## config.mk

```make
export PLATFORM = sky130hd
export DESIGN_NAME = smp_limit_ovl
export DESIGN_NICKNAME = d
export VERILOG_FILES = /design/src/rtl/smp_limit_pkg.sv /design/src/rtl/smp_sat.sv /design/src/rtl/lvl_cmp.sv /design/src/rtl/ovl_hold.sv /design/src/rtl/smp_limit_ovl.sv
export SDC_FILE = /design/constraint.sdc
export NUM_CORES = 1
export LEC_CHECK = 0
export CAP_MARGIN = 10
export CORE_MARGIN = 3
export CORE_UTILIZATION = 55
export CTS_BUF_LIST = sky130_fd_sc_hd__clkbuf_8
export DETAILED_ROUTE_END_ITERATION = 8
export DONT_BUFFER_PORTS = 1
export GPL_TIMING_DRIVEN = 0
export HOLD_SLACK_MARGIN = 0.1
export PLACE_DENSITY = 0.73
export SLEW_MARGIN = 20
export SYNTH_ARGS = -nofsm -noshare
export SYNTH_HDL_FRONTEND = slang
export SYNTH_SLANG_ARGS = --single-unit
```

## constraint.sdc

```tcl
create_clock -name clk -period 4.8 [get_ports clk]
set_clock_uncertainty 0.05 [all_clocks]
set_input_delay 0.24 -clock clk [delete_from_list [all_inputs] [get_ports clk]]
set_output_delay 0.24 -clock clk [all_outputs]
set_load 0.02 [all_outputs]
```

## src/rtl/smp_limit_pkg.sv

```systemverilog
// Package: shared constants for the stereo sample limiter.
// Assumes two channels, index 0 = left, 1 = right.
package smp_limit_pkg;
    localparam int CH_COUNT = 2;
    localparam int CH_LEFT  = 0;
    localparam int CH_RIGHT = 1;
endpackage

```

## src/rtl/smp_sat.sv

```systemverilog
// Module: smp_sat
// Limits a wide signed sample to the OUT_W-bit two's-complement range.
// Purely combinational. Assumes IN_W > OUT_W.
module smp_sat #(
    parameter int IN_W  = 24,
    parameter int OUT_W = 18
) (
    input  logic signed [IN_W-1:0]  din,
    output logic signed [OUT_W-1:0] dout
);
    localparam logic signed [IN_W-1:0] MAXV = IN_W'((2 ** (OUT_W - 1)) - 1);
    localparam logic signed [IN_W-1:0] MINV = ~MAXV;

    // Select the upper limit, the lower limit or the sample itself.
    always_comb begin
        if (din > MAXV)
            dout = MAXV[OUT_W-1:0];
        else if (din < MINV)
            dout = MINV[OUT_W-1:0];
        else
            dout = din[OUT_W-1:0];
    end
endmodule

```

## src/rtl/lvl_cmp.sv

```systemverilog
// Module: lvl_cmp
// Reports whether the magnitude of a limited sample is above THRESH.
// The magnitude uses one extra bit, so the most negative value is safe.
module lvl_cmp #(
    parameter int OUT_W  = 18,
    parameter int THRESH = 116500
) (
    input  logic signed [OUT_W-1:0] din,
    output logic                    over
);
    localparam int MAG_W = OUT_W + 1;
    localparam logic [MAG_W-1:0] THR = MAG_W'(THRESH);

    logic [MAG_W-1:0] ext;
    logic [MAG_W-1:0] mag;

    // Sign-extend, take the absolute value, then compare unsigned.
    always_comb begin
        ext  = {din[OUT_W-1], din};
        mag  = din[OUT_W-1] ? (~ext + 1'b1) : ext;
        over = (mag > THR);
    end
endmodule

```

## src/rtl/ovl_hold.sv

```systemverilog
// Module: ovl_hold
// Retriggerable hold timer. A trigger loads HOLD_CLKS. The count then
// falls by one per clock, and the flag is high while the count is nonzero.
// Standby clears the count and masks the flag at once.
module ovl_hold #(
    parameter int HOLD_CLKS = 131072
) (
    input  logic clk,
    input  logic rst_n,
    input  logic trig,
    input  logic standby,
    output logic flag
);
    localparam int CNT_W = $clog2(HOLD_CLKS + 1);
    localparam logic [CNT_W-1:0] LOAD = CNT_W'(HOLD_CLKS);

    logic [CNT_W-1:0] cnt;

    // Count register: clear, reload on a crossing, or count down.
    always_ff @(posedge clk) begin
        if (!rst_n)
            cnt <= '0;
        else if (standby)
            cnt <= '0;
        else if (trig)
            cnt <= LOAD;
        else if (cnt != '0)
            cnt <= cnt - 1'b1;
    end

    // Flag: nonzero count, masked by standby.
    assign flag = (cnt != '0) && !standby;
endmodule

```

## src/rtl/smp_limit_ovl.sv

```systemverilog
// Module: smp_limit_ovl (top)
// Limits each strobed stereo sample to OUT_W bits, registers the result,
// and drives a retriggerable near-full-scale flag. The threshold is
// applied to the limited value, so a limited sample always triggers.
module smp_limit_ovl
    import smp_limit_pkg::*;
#(
    parameter int IN_W      = 24,
    parameter int OUT_W     = 18,
    parameter int THRESH    = 116500,
    parameter int HOLD_CLKS = 131072
) (
    input  logic                    clk,
    input  logic                    rst_n,
    input  logic                    smp_valid,
    input  logic                    standby,
    input  logic signed [IN_W-1:0]  in_l,
    input  logic signed [IN_W-1:0]  in_r,
    output logic signed [OUT_W-1:0] out_l,
    output logic signed [OUT_W-1:0] out_r,
    output logic                    ovl_flag
);
    logic signed [IN_W-1:0]  raw  [CH_COUNT];
    logic signed [OUT_W-1:0] clip [CH_COUNT];
    logic [CH_COUNT-1:0]     over;
    logic                    trig;

    assign raw[CH_LEFT]  = in_l;
    assign raw[CH_RIGHT] = in_r;

    // One limiter and one comparator per channel.
    for (genvar ch = 0; ch < CH_COUNT; ch++) begin : g_ch
        smp_sat #(.IN_W(IN_W), .OUT_W(OUT_W)) u_sat (
            .din  (raw[ch]),
            .dout (clip[ch])
        );
        lvl_cmp #(.OUT_W(OUT_W), .THRESH(THRESH)) u_cmp (
            .din  (clip[ch]),
            .over (over[ch])
        );
    end

    // Output registers: capture the limited samples on each strobe.
    always_ff @(posedge clk) begin
        if (!rst_n) begin
            out_l <= '0;
            out_r <= '0;
        end else if (smp_valid) begin
            out_l <= clip[CH_LEFT];
            out_r <= clip[CH_RIGHT];
        end
    end

    assign trig = smp_valid && (|over);

    ovl_hold #(.HOLD_CLKS(HOLD_CLKS)) u_hold (
        .clk     (clk),
        .rst_n   (rst_n),
        .trig    (trig),
        .standby (standby),
        .flag    (ovl_flag)
    );
endmodule

```

[Word level (Yosys, flattened, before mapping)]
Cells that the tools add are included.
Cells by class
  $mul: 0
  shifts and indexed selects: 0
  muxes and demuxes: 8
  order comparisons: 6
  add/sub/neg operators: 3
  bitwise logic cells: 3
  reduce and logical (&&, ||, !) cells: 8
  equality and inequality tests: 0
  div/mod/pow operators: 0
Operators by type and width (count)
  2-to-1 mux 18 bit: 6
  greater-than comparator 24 x 18 -> 1 bit, second input constant: 2
  less-than comparator 24 x 18 -> 1 bit, second input constant: 2
  adder 19 x 1 -> 19 bit, second input constant: 2
  greater-than comparator 19 x 17 -> 1 bit, second input constant: 2
  2-to-1 mux 19 bit: 2
  NOT 19 bit: 2
  nonzero test 18 bit: 1
  subtractor 18 x 1 -> 18 bit, second input constant: 1
  OR reduction 2 bit: 2
  OR reduction 3 bit: 1
  logical AND 1 bit: 2
  nonzero test 2 bit: 1
  logical NOT 1 bit: 1
  NOT 1 bit: 1
Storage, ports and cells
  input port bits: 52
  RAM bits: 0
  logic and storage cells: 32
  memories kept: 0
  bits in latches: 0
  bits in read-only memories: 0
  register bits: 54
  output and inout port bits: 37

[Longest topological paths before layout]
Gate-level depths: netlist of the first run.
  depth in word-level cells: 10
  gate-level depth with buffers: 17
  gate-level depth less buffers: 13

[Cells and area by module]
A second synthesis of the first run with hierarchy kept.
Unflattened totals
  cell total of the unflattened synthesis: 461
  area total of the unflattened synthesis: 4234.1 µm²
By module, submodules not included
  smp_limit_ovl: area an instance 1396.3 µm², times used 1, cells each 116, sequential area each 720.7 µm²
  lvl_cmp: area an instance 511.7 µm², times used 2, cells each 68, sequential area each 0.0 µm²
  ovl_hold: area an instance 970.9 µm², times used 1, cells each 113, sequential area each 360.3 µm²
  smp_sat: area an instance 421.7 µm², times used 2, cells each 48, sequential area each 0.0 µm²

[Worst setup path after synthesis of the first run]
OpenSTA, ideal clock, no wires.
  path kind: input port to flip-flop
  start point: input in_l[22]
  end point: register u_hold.cnt[8]
  setup time: 62 ps
  arrival: 3593 ps
  required time: 4688 ps
  buffers on the path: 4
  stages: 17
  slack: 1094 ps
  cells stage by stage: nor4_1 and2_0 clkbuf_1 nor2_1 o21ai_0 ha_1 clkbuf_1 inv_1 or4_1 a21oi_1 nand2_1 a311oi_1 o21ai_1 a221o_1 buf_6 buf_12 nor2_4
Between the ends
  cells in the longest elaborated chain, start to end: 10
  elaborated cells on any way between the ends: 11
  classes of those cells: add/sub (1); order compare (3); mux (3); bitwise (1); reduce/logical (3)
RTL lines
  from (decl): RTL line smp_limit_ovl.sv:17  | input logic signed [IN_W-1:0] in_l,
  less-than comparator 24 x 18 -> 1 bit: RTL line smp_sat.sv:18  | else if (din < MINV)
  2-to-1 mux 18 bit: RTL line smp_sat.sv:18
  2-to-1 mux 18 bit (*): RTL line smp_sat.sv:16  | if (din > MAXV)
  NOT 19 bit: RTL line lvl_cmp.sv:20  | mag = din[OUT_W-1] ? (~ext + 1'b1) : ext;
  adder 19 x 1 -> 19 bit: RTL line lvl_cmp.sv:20
  2-to-1 mux 19 bit (*): RTL line lvl_cmp.sv:20
  greater-than comparator 19 x 17 -> 1 bit (*): RTL line lvl_cmp.sv:21  | over = (mag > THR);
  OR reduction 2 bit (*): RTL line smp_limit_ovl.sv:54  | assign trig = smp_valid && (|over);
  logical AND 1 bit (*): RTL line smp_limit_ovl.sv:54
  OR reduction 3 bit (no line) (*)
  to (signal assigned): RTL line ovl_hold.sv:28  | cnt <= cnt - 1'b1;
  to (decl): RTL line ovl_hold.sv:17  | logic [CNT_W-1:0] cnt;
Every way passes the cells marked *; elsewhere a longest branch is shown, timed or not.
A chain may end at the register's enable or synchronous reset.

[Final worst setup path of the first run]
  start point: input in_l[22]
  end point: register u_hold.cnt[11]
Same word-level chain as after synthesis.

==> results of run 1 <==
[path summary, 6_finish.rpt]
kind         cells after the start           start  slack (ps)              to
min                              2           rst_n         120       out_l[13]
max                             17        in_l[22]         700  u_hold.cnt[11]
min reg2reg                      2  u_hold.cnt[16]         450  u_hold.cnt[16]
max reg2reg                      9   u_hold.cnt[2]        1840  u_hold.cnt[14]
[worst reg2reg max path, cell delays in order (launching register included)]
cell       delay (ps)
dfxtp_1           370
or4_1             620
nand4bb_1         330
nand4bb_1         310
or3_1             340
clkbuf_1          180
nand2_1           270
nor3_1            100
xnor2_1           260
nor2_4             40
[cell families after synthesis]
kind of cell	count (synthesis)	synth area share, %
simple gates	231	32.4
compound gates	158	25.9
flops	54	27.8
buf+inv	50	6.94
xor+xnor	18	4.05
mux	8	2.06
fa+ha+maj	3	0.964
[where the power goes]
group          total (mW)  internal [mW]  switching (mW)
combinational        1.01          0.405           0.603
clock               0.308          0.154           0.154
sequential          0.593          0.513          0.0798
total                1.91           1.07           0.837
[placed cells by master, fill, tap and decap left out, drive strengths merged, types with 4 or more instances in the layout]
cell          n
a211oi        4
a21oi        57
a31oi         9
and2          5
buf           8
clkbuf       34
dfxtp        54
dlygate4sd3  12
inv          12
mux2i         8
nand2        37
nand3         7
nand4         9
nor2         82
nor3         25
nor4         16
o211ai        9
o21ai        39
o22ai         4
or2          10
or3           8
or4          11
xnor2        13
xor2          5
[registers in the layout, summed over array words and instances (netlist names)]
name	count
out_l	18
out_r	18
u_hold.cnt	18
[per-layer routing]
metal | track usage (%) | share of wire (%) | vias up
met5 | 0 | 0 | -
met4 | 8.16 | 2.1 | 0
met3 | 5.44 | 7.1 | 20
met2 | 45.4 | 49 | 146
met1 | 33.1 | 42 | 1863
li1 | - | - | 1965
[final cells by class]
class | instances | area [um^2]
multi-input cells | 418 | 2540
clock buffers | 5 | 68.8
repair buffers | 12 | 120
fillers | 669 | 2590
well taps | 96 | 120
clock inverters | 3 | 41.3
plain buffers | 37 | 221
flip-flops and latches | 54 | 1080
inverters | 13 | 48.8
[metrics by stage]
step | hold WS [ps] | instance area, um^2 | instances | total power, mW
floorplan | 346 | 3890 | 522 | 1.46
global placement | 358 | 4020 | 618 | 1.57
detailed placement | 359 | 4020 | 618 | 1.60
CTS | 111 | 4250 | 638 | 1.92
global route | 139 | 4250 | 638 | 2.07
finish | 115 | 4250 | 638 | 1.91
==> out/metrics.yaml, run 1 <==
ir_drop_v: 0.000269
cts_tree: "yes"
numCtsBuffers: 5
cts_resized: 0
synthCells: 522
crit_buf_inv: 5
synth_top_area_share_pct: 27.8
ant_nets: 0
overflow: 0
syn_nets: 577
ys_seq_elements: 54
ys_types: 79
avgRoutedWirePerCell_um: 17.1
min-delay-path-class: "in2reg"
status: "complete, no violations"
crit_required_ps: 5010
crit_arrival_ps: 4310
fmaxAchievable_ghz: 0.244
period_share_pct: 85.4
pre_cts_slack_ps: 396
syn_area_mm2: 0.00389
fin_ws_ps: 703
detail_route.first_pass.iterations: 5
post_cts_buffers: 0
synthArstFlopShare_pct: 0
path_max_fanout: 10
drive_above_1_share_pct: 10.3
crit_path_cell_trace: "nor4_1 > and2_0 > clkbuf_1 > nor2_1 > o21ai_0 > ha_1 > clkbuf_1 > inv_1 > or4_1 > a21oi_1 > nand2_1 > a311oi_1 > o21ai_1 > a221o_1 > buf_6 > buf_12 > nor2_4"
grt_pass1_wl_mm: 18.1
yosysWarningCount: 0
cts-root-buf: "clkbuf_8"
nNetsFinal: 596
die_area_mm2: 0.00813
die-height_um: 90.2
num_io_pins: 89
synth_top_area_cell: "dfxtp_1"
critPathTopFamily: "simple AND/OR/NAND/NOR gates"
rsz0062_at_grt: "false"
finalSetupViolCount: 0
first_global_vias: 3800
synthFlopType: "dfxtp_1"
maxCapViolCount: 0
coreArea_mm2: 0.00683
gp_congestion: 0.947
setup_tns_ps: 0
clock_latency_ps: 310
synth_area_leaders: "dfxtp_1 (28%), a21oi_1 (7.3%), nor2_1 (6.9%), o21ai_0 (4.8%), nand2_1 (3.6%)"
slowest_stage: "nor4_1"
synth_edf_count: 0
synth.avg_cell_area_um2: 7.46
critPathLaunchType: "primary input"
max_stage_delay_ps: 550
clockBufferDepth: 2
wirelength_mm: 10.9
post-synth-top-count-cell: "nor2_1"
synth_common_cells: "nor2_1 (72), a21oi_1 (57), dfxtp_1 (54)"
areaGrowthSynthToFinish_pct: 8.99
grt_start_max_net_pins: 17
dpl.hpwl_mm: 8.19
slew_headroom_pct: 39.3
via_per_inst: 6.26
utilization_pct: 62.1
critPathKind: "in2reg"
worst_slew_pin_slew_ps: 902
endpoint_kind: "flop"
grt_usage_pct: 26.4
period_minus_slack_ps: 4100
vias: 3994
cellLeakagePower_nw: 1.44
rows: 30
initial_core_util_pct: 57.0
clkTransAtPathRegs_ps: 100
ys_seq_area_share_pct: 27.8
drtIter0Drc: 275
slew_violations: 0
portBuffers: 0
antenna_found_initial: 0
p_per_area_mw_per_mm2: 450
drc: 0
cts.htree.levels: 2
die-width_um: 90.2
antenna_cells: 0
ctsHoldBuffers: 12
clock_sinks: 54
hold_viol: 0
critical_path.most_common_cell: "clkbuf_1"
No activity file was read; power rests on OpenSTA's default activity.
==> inputs of run 2 (changes only) <==
ABC_AREA = 0   (was not set)
CELL_PAD_IN_SITES_DETAIL_PLACEMENT = 0   (was not set)
CELL_PAD_IN_SITES_GLOBAL_PLACEMENT = 1   (was not set)
CORE_UTILIZATION = 48   (was 55)
PLACE_DENSITY = 0.86   (was 0.73)
==> out/metrics.yaml, run 2 (synthesis gave the netlist of run 1 again) <==
grt_start_max_net_pins: 19  # was 17
fin_cells: 645  # was 638
crit_arrival_ps: 4520  # was 4310 ps
largest_registers: "out_l x18, out_r x18, u_hold.cnt x18"  # unchanged
cts-root-buf: "clkbuf_8"  # unchanged
ctsHoldBuffers: 13  # was 12
rsz0062_at_grt: "false"  # unchanged
nNetsFinal: 597  # was 596
die-width_um: 96.1  # was 90.2 um
fmaxAchievable_ghz: 0.232  # was 0.244 GHz
wirelength_mm: 11.4  # was 10.9 mm
antenna_found_initial: 0  # unchanged
antenna_cells: 0  # unchanged
slew_headroom_pct: 38.0  # was 39.3%
period_share_pct: 89.9  # was 85.4%
maxCapViolCount: 0  # unchanged
clock_latency_ps: 310  # about the same
cts_tree: "yes"  # unchanged
drtIter0Drc: 230  # was 275
dpl.hpwl_mm: 8.55  # was 8.19 mm
hp-start: "standby"  # was rst_n
min_path_cells: 2  # unchanged
vias: 4000  # was 3994
ir_drop_v: 0.000223  # was 0.000269 V
via_per_inst: 6.20  # was 6.26
initial_core_util_pct: 49.9  # was 57.0%
numCtsBuffers: 5  # unchanged
cts.htree.levels: 2  # unchanged
dp.cells: 624  # was 618
finalSetupViolCount: 0  # unchanged
clock_sinks: 54  # unchanged
period_minus_slack_ps: 4310  # was 4100 ps
portBuffers: 0  # unchanged
rows: 32  # was 30
grt_usage_pct: 24.6  # was 26.4%
rr_startpoint: "u_hold.cnt[2]"  # unchanged
path_max_fanout: 10  # unchanged
detail_route.first_pass.iterations: 5  # unchanged
first_global_vias: 3650  # was 3800
overflow: 0  # unchanged
ant_nets: 0  # unchanged
regToRegSetupSlack_ps: 1850  # was 1840 ps
avgRoutedWirePerCell_um: 17.7  # was 17.1 um
gp_congestion: 0.909  # was 0.947
status: "complete, no violations"  # unchanged
die_area_mm2: 0.00923  # was 0.00813 mm^2
r2r_end: "u_hold.cnt[14]"  # unchanged
whs_ps: 123  # was 115 ps
min_to: "u_hold.cnt[17]"  # was out_l[13]
endpoint_kind: "flop"  # unchanged
reg2regPathDepth: 9  # unchanged
min-delay-path-class: "in2reg"  # unchanged
crit_required_ps: 5000  # was 5010 ps
hold_viol: 0  # unchanged
clkTransAtPathRegs_ps: 90  # was 100 ps
slew_violations: 0  # unchanged
clockBufferDepth: 2  # unchanged
post_cts_buffers: 0  # unchanged
areaGrowthSynthToFinish_pct: 9.64  # was 8.99%
coreArea_mm2: 0.00781  # was 0.00683 mm^2
setup_tns_ps: 0  # unchanged
final_common_cell: "nor2_1"  # unchanged
layout_common_cells: "nor2_1 (72), a21oi_1 (57), dfxtp_1 (54)"  # unchanged
critPathLaunchType: "primary input"  # unchanged
drive_above_1_share_pct: 10.5  # was 10.3%
cts_resized: 0  # unchanged
cellLeakagePower_nw: 1.44  # about the same
num_io_pins: 89  # unchanged
p_per_area_mw_per_mm2: 450  # about the same
drc: 0  # unchanged
grt_pass1_wl_mm: 17.9  # was 18.1 mm
critPathKind: "in2reg"  # unchanged
die-height_um: 96.1  # was 90.2 um
worst_slew_pin_slew_ps: 922  # was 902 ps
run 2: worst max-delay path, stage by stage:
cell,delay [ps]
nor4_1,550
and2_0,200
clkbuf_1,300
nor2_1,160
o21ai_0,310
ha_1,200
clkbuf_1,330
inv_1,230
or4_1,470
a21oi_1,160
nand2_1,80
a311oi_1,350
o21ai_1,160
a221o_1,360
buf_6,150
buf_12,160
nor2_4,90
run 2: metal layers:
layer / routed length, um / GRT usage (%) / up-vias / part of all wire [%]
li1: - / - / 1968 / -
met1: 4900 / 32.5 / 1856 / 43
met2: 5360 / 39.2 / 156 / 47
met3: 941 / 5.86 / 20 / 8.3
met4: 198 / 8.29 / 0 / 1.7
met5: 0 / 0 / - / 0
run 2: layout make-up:
type | count | area (um^2)
fillers | 795 | 3540
multi-input cells | 418 | 2540
flip-flops and latches | 54 | 1080
plain buffers | 37 | 221
repair buffers | 13 | 130
well taps | 102 | 128
clock buffers | 5 | 68.8
clock inverters | 3 | 48.8
inverters | 13 | 48.8
run 2: metrics by stage:
stage / power [mW] / util (%) / cell area, um^2 / setup slack, ps
2_1_floorplan: 1.46 / - / 3890 / 1090
3_3_place_gp: 1.58 / 51.5 / 4020 / 280
3_5_place_dp: 1.60 / 51.5 / 4020 / 258
4_1_cts: 1.94 / 54.7 / 4270 / 583
5_1_grt: 2.09 / 54.7 / 4270 / 199
6_report: 1.92 / 54.7 / 4270 / 485
run 2: report_power, final:
group	switching, mW	total (mW)	internal, mW
Combinational	0.602	1.01	0.405
Sequential	0.0800	0.593	0.513
Clock	0.164	0.323	0.159
run 2: worst max-delay path by stage:
stage                        start              to  slack (ps)  cells past startpoint
after floorplan           in_l[22]   u_hold.cnt[8]        1090                     17
after global placement    in_l[22]  u_hold.cnt[15]         280                     17
after detailed placement  in_l[22]  u_hold.cnt[13]         260                     17
after CTS                 in_l[22]  u_hold.cnt[15]         580                     17
after global routing      in_l[22]  u_hold.cnt[15]         200                     17
final                     in_l[22]  u_hold.cnt[15]         490                     17
==> inputs of run 3 (changes only) <==
CELL_PAD_IN_SITES_DETAIL_PLACEMENT = 1   (was 0)
==> out/metrics.yaml, run 3 (synthesis gave the netlist of run 1 again) <==
ir_drop_v: 0.000249  # was 0.000223 V
finalSetupViolCount: 0  # unchanged
status: "complete, no violations"  # unchanged
min-delay-path-class: "in2reg"  # unchanged
cts.htree.levels: 2  # unchanged
period_minus_slack_ps: 4370  # was 4310 ps
portBuffers: 0  # unchanged
slew_headroom_pct: 38.0  # about the same
layout_common_cells: "nor2_1 (72), a21oi_1 (57), dfxtp_1 (54)"  # unchanged
num_io_pins: 89  # unchanged
worst_slew_pin_slew_ps: 921  # was 922 ps
rsz0062_at_grt: "false"  # unchanged
total_power_mw: 1.90  # was 1.92 mW
dp.cells: 624  # unchanged
overflow: 0  # unchanged
largest_registers: "out_l x18, out_r x18, u_hold.cnt x18"  # unchanged
vias: 4127  # was 4000
drive_above_1_share_pct: 10.3  # was 10.5%
die_area_mm2: 0.00923  # unchanged
setup_tns_ps: 0  # unchanged
rows: 32  # unchanged
dpl.hpwl_mm: 9.38  # was 8.55 mm
clockBufferDepth: 2  # unchanged
grt_usage_pct: 28.1  # was 24.6%
p_per_area_mw_per_mm2: 449  # was 450 mW/mm^2
slew_violations: 0  # unchanged
fillers: 997  # was 795
final_common_cell: "nor2_1"  # unchanged
initial_core_util_pct: 49.9  # unchanged
antenna_found_initial: 0  # unchanged
gp_congestion: 0.909  # unchanged
fin_cells: 645  # unchanged
seqPwrFrac_pct: 31.3  # was 30.8%
final_area_mm2: 0.00424  # was 0.00427 mm^2
fin_ws_ps: 434  # was 485 ps
endpoint_kind: "flop"  # unchanged
critPathKind: "in2reg"  # unchanged
pre_cts_slack_ps: 158  # was 258 ps
numCtsBuffers: 5  # unchanged
hold_viol: 0  # unchanged
nNetsFinal: 597  # unchanged
cts_tree: "yes"  # unchanged
wirelength_mm: 12.7  # was 11.4 mm
grt_start_max_net_pins: 18  # was 19
clock_latency_ps: 320  # was 310 ps
areaGrowthSynthToFinish_pct: 8.90  # was 9.64%
cellLeakagePower_nw: 1.43  # was 1.44 nW
path_max_fanout: 10  # unchanged
switching_power_mw: 0.883  # was 0.846 mW
die-height_um: 96.1  # unchanged
crit_required_ps: 5010  # was 5000 ps
cts-root-buf: "clkbuf_8"  # unchanged
coreArea_mm2: 0.00781  # unchanged
period_share_pct: 91.0  # was 89.9%
crit_arrival_ps: 4570  # was 4520 ps
fmaxAchievable_ghz: 0.229  # was 0.232 GHz
maxCapViolCount: 0  # unchanged
grt_pass1_wl_mm: 20.7  # was 17.9 mm
avgRoutedWirePerCell_um: 19.7  # was 17.7 um
first_global_vias: 4185  # was 3650
critPathLaunchType: "primary input"  # unchanged
drtIter0Drc: 172  # was 230
clock_sinks: 54  # unchanged
via_per_inst: 6.40  # was 6.20
p_clk_share_pct: 14.0  # was 16.8%
internal_power_mw: 1.02  # was 1.08 mW
ant_nets: 0  # unchanged
detail_route.first_pass.iterations: 4  # was 5
clkTransAtPathRegs_ps: 90  # about the same
cts_resized: 0  # unchanged
swShare_pct: 46.3  # was 44.0%
die-width_um: 96.1  # unchanged
place_area_mm2: 0.00402  # unchanged
drc: 0  # unchanged
pwr-share-comb_pct: 54.7  # was 52.4%
antenna_cells: 0  # unchanged
[run 3: cell count changes in the layout (fill, tap and decap cells not counted), sizes merged]
cell	before	now
inv	12	13
bufinv	1	0
[run 3: per-stage QoR]
| step | util, % | hold WS (ps) |
|---|---|---|
| 6_report | 54.3 | 128 |
| 5_1_grt | 54.3 | 144 |
| 4_1_cts | 54.3 | 128 |
| 3_5_place_dp | 51.5 | 367 |
| 3_3_place_gp | 51.5 | 359 |
| 2_1_floorplan | - | 346 |
[run 3: worst paths after layout]
kind	startpoint	endpoint	slack [ps]	cells past startpoint
hold reg to reg	u_hold.cnt[16]	u_hold.cnt[16]	460	2
hold / removal	standby	u_hold.cnt[17]	130	2
setup reg to reg	u_hold.cnt[2]	u_hold.cnt[6]	1750	9
setup / recovery	in_l[22]	u_hold.cnt[15]	430	17
[run 3: final cells by class]
type	count	area, um^2	share of cell area (%)
timing repair buffer	13	130	3.07
sequential	54	1080	25.5
clock buffer	5	68.8	1.62
tap	102	128	3.01
inverter	13	48.8	1.15
buffer	37	221	5.22
clock inverter	3	20.0	0.472
multi-input combinational	418	2540	60.0
[run 3: what timing repair did]
| item | in CTS | in global routing |
|---|---|---|
| endpoints found under the hold margin | 16 | 0 |
| hold buffers | 13 | 0 |
| setup buffers | 0 | 0 |
[run 3: critical path, cell delays in order]
cell and delay (ps):
nor4_1 580, and2_0 210, clkbuf_1 310, nor2_1 160, o21ai_0 320, ha_1 220, clkbuf_1 320, inv_1 230
or4_1 470, a21oi_1 180, nand2_1 70, a311oi_1 290, o21ai_1 180, a221o_1 370, buf_6 150, buf_12 160
nor2_4 100
[run 3: layer usage]
metal / global-route usage (%) / wire length (um)
met1: 36.3 / 5330
met2: 48.6 / 6370
met3: 4.77 / 841
met4: 6.40 / 178
met5: 0 / 0
[run 3: power groups by stage]
stage               Clock, mW  Sequential, mW  Combinational (mW)
finish                  0.266           0.597                1.04
global route            0.289           0.607                1.17
CTS                     0.272           0.597                1.05
detailed placement          0           0.606                1.03
global placement            0           0.601               0.978
floorplan                   0           0.590               0.867
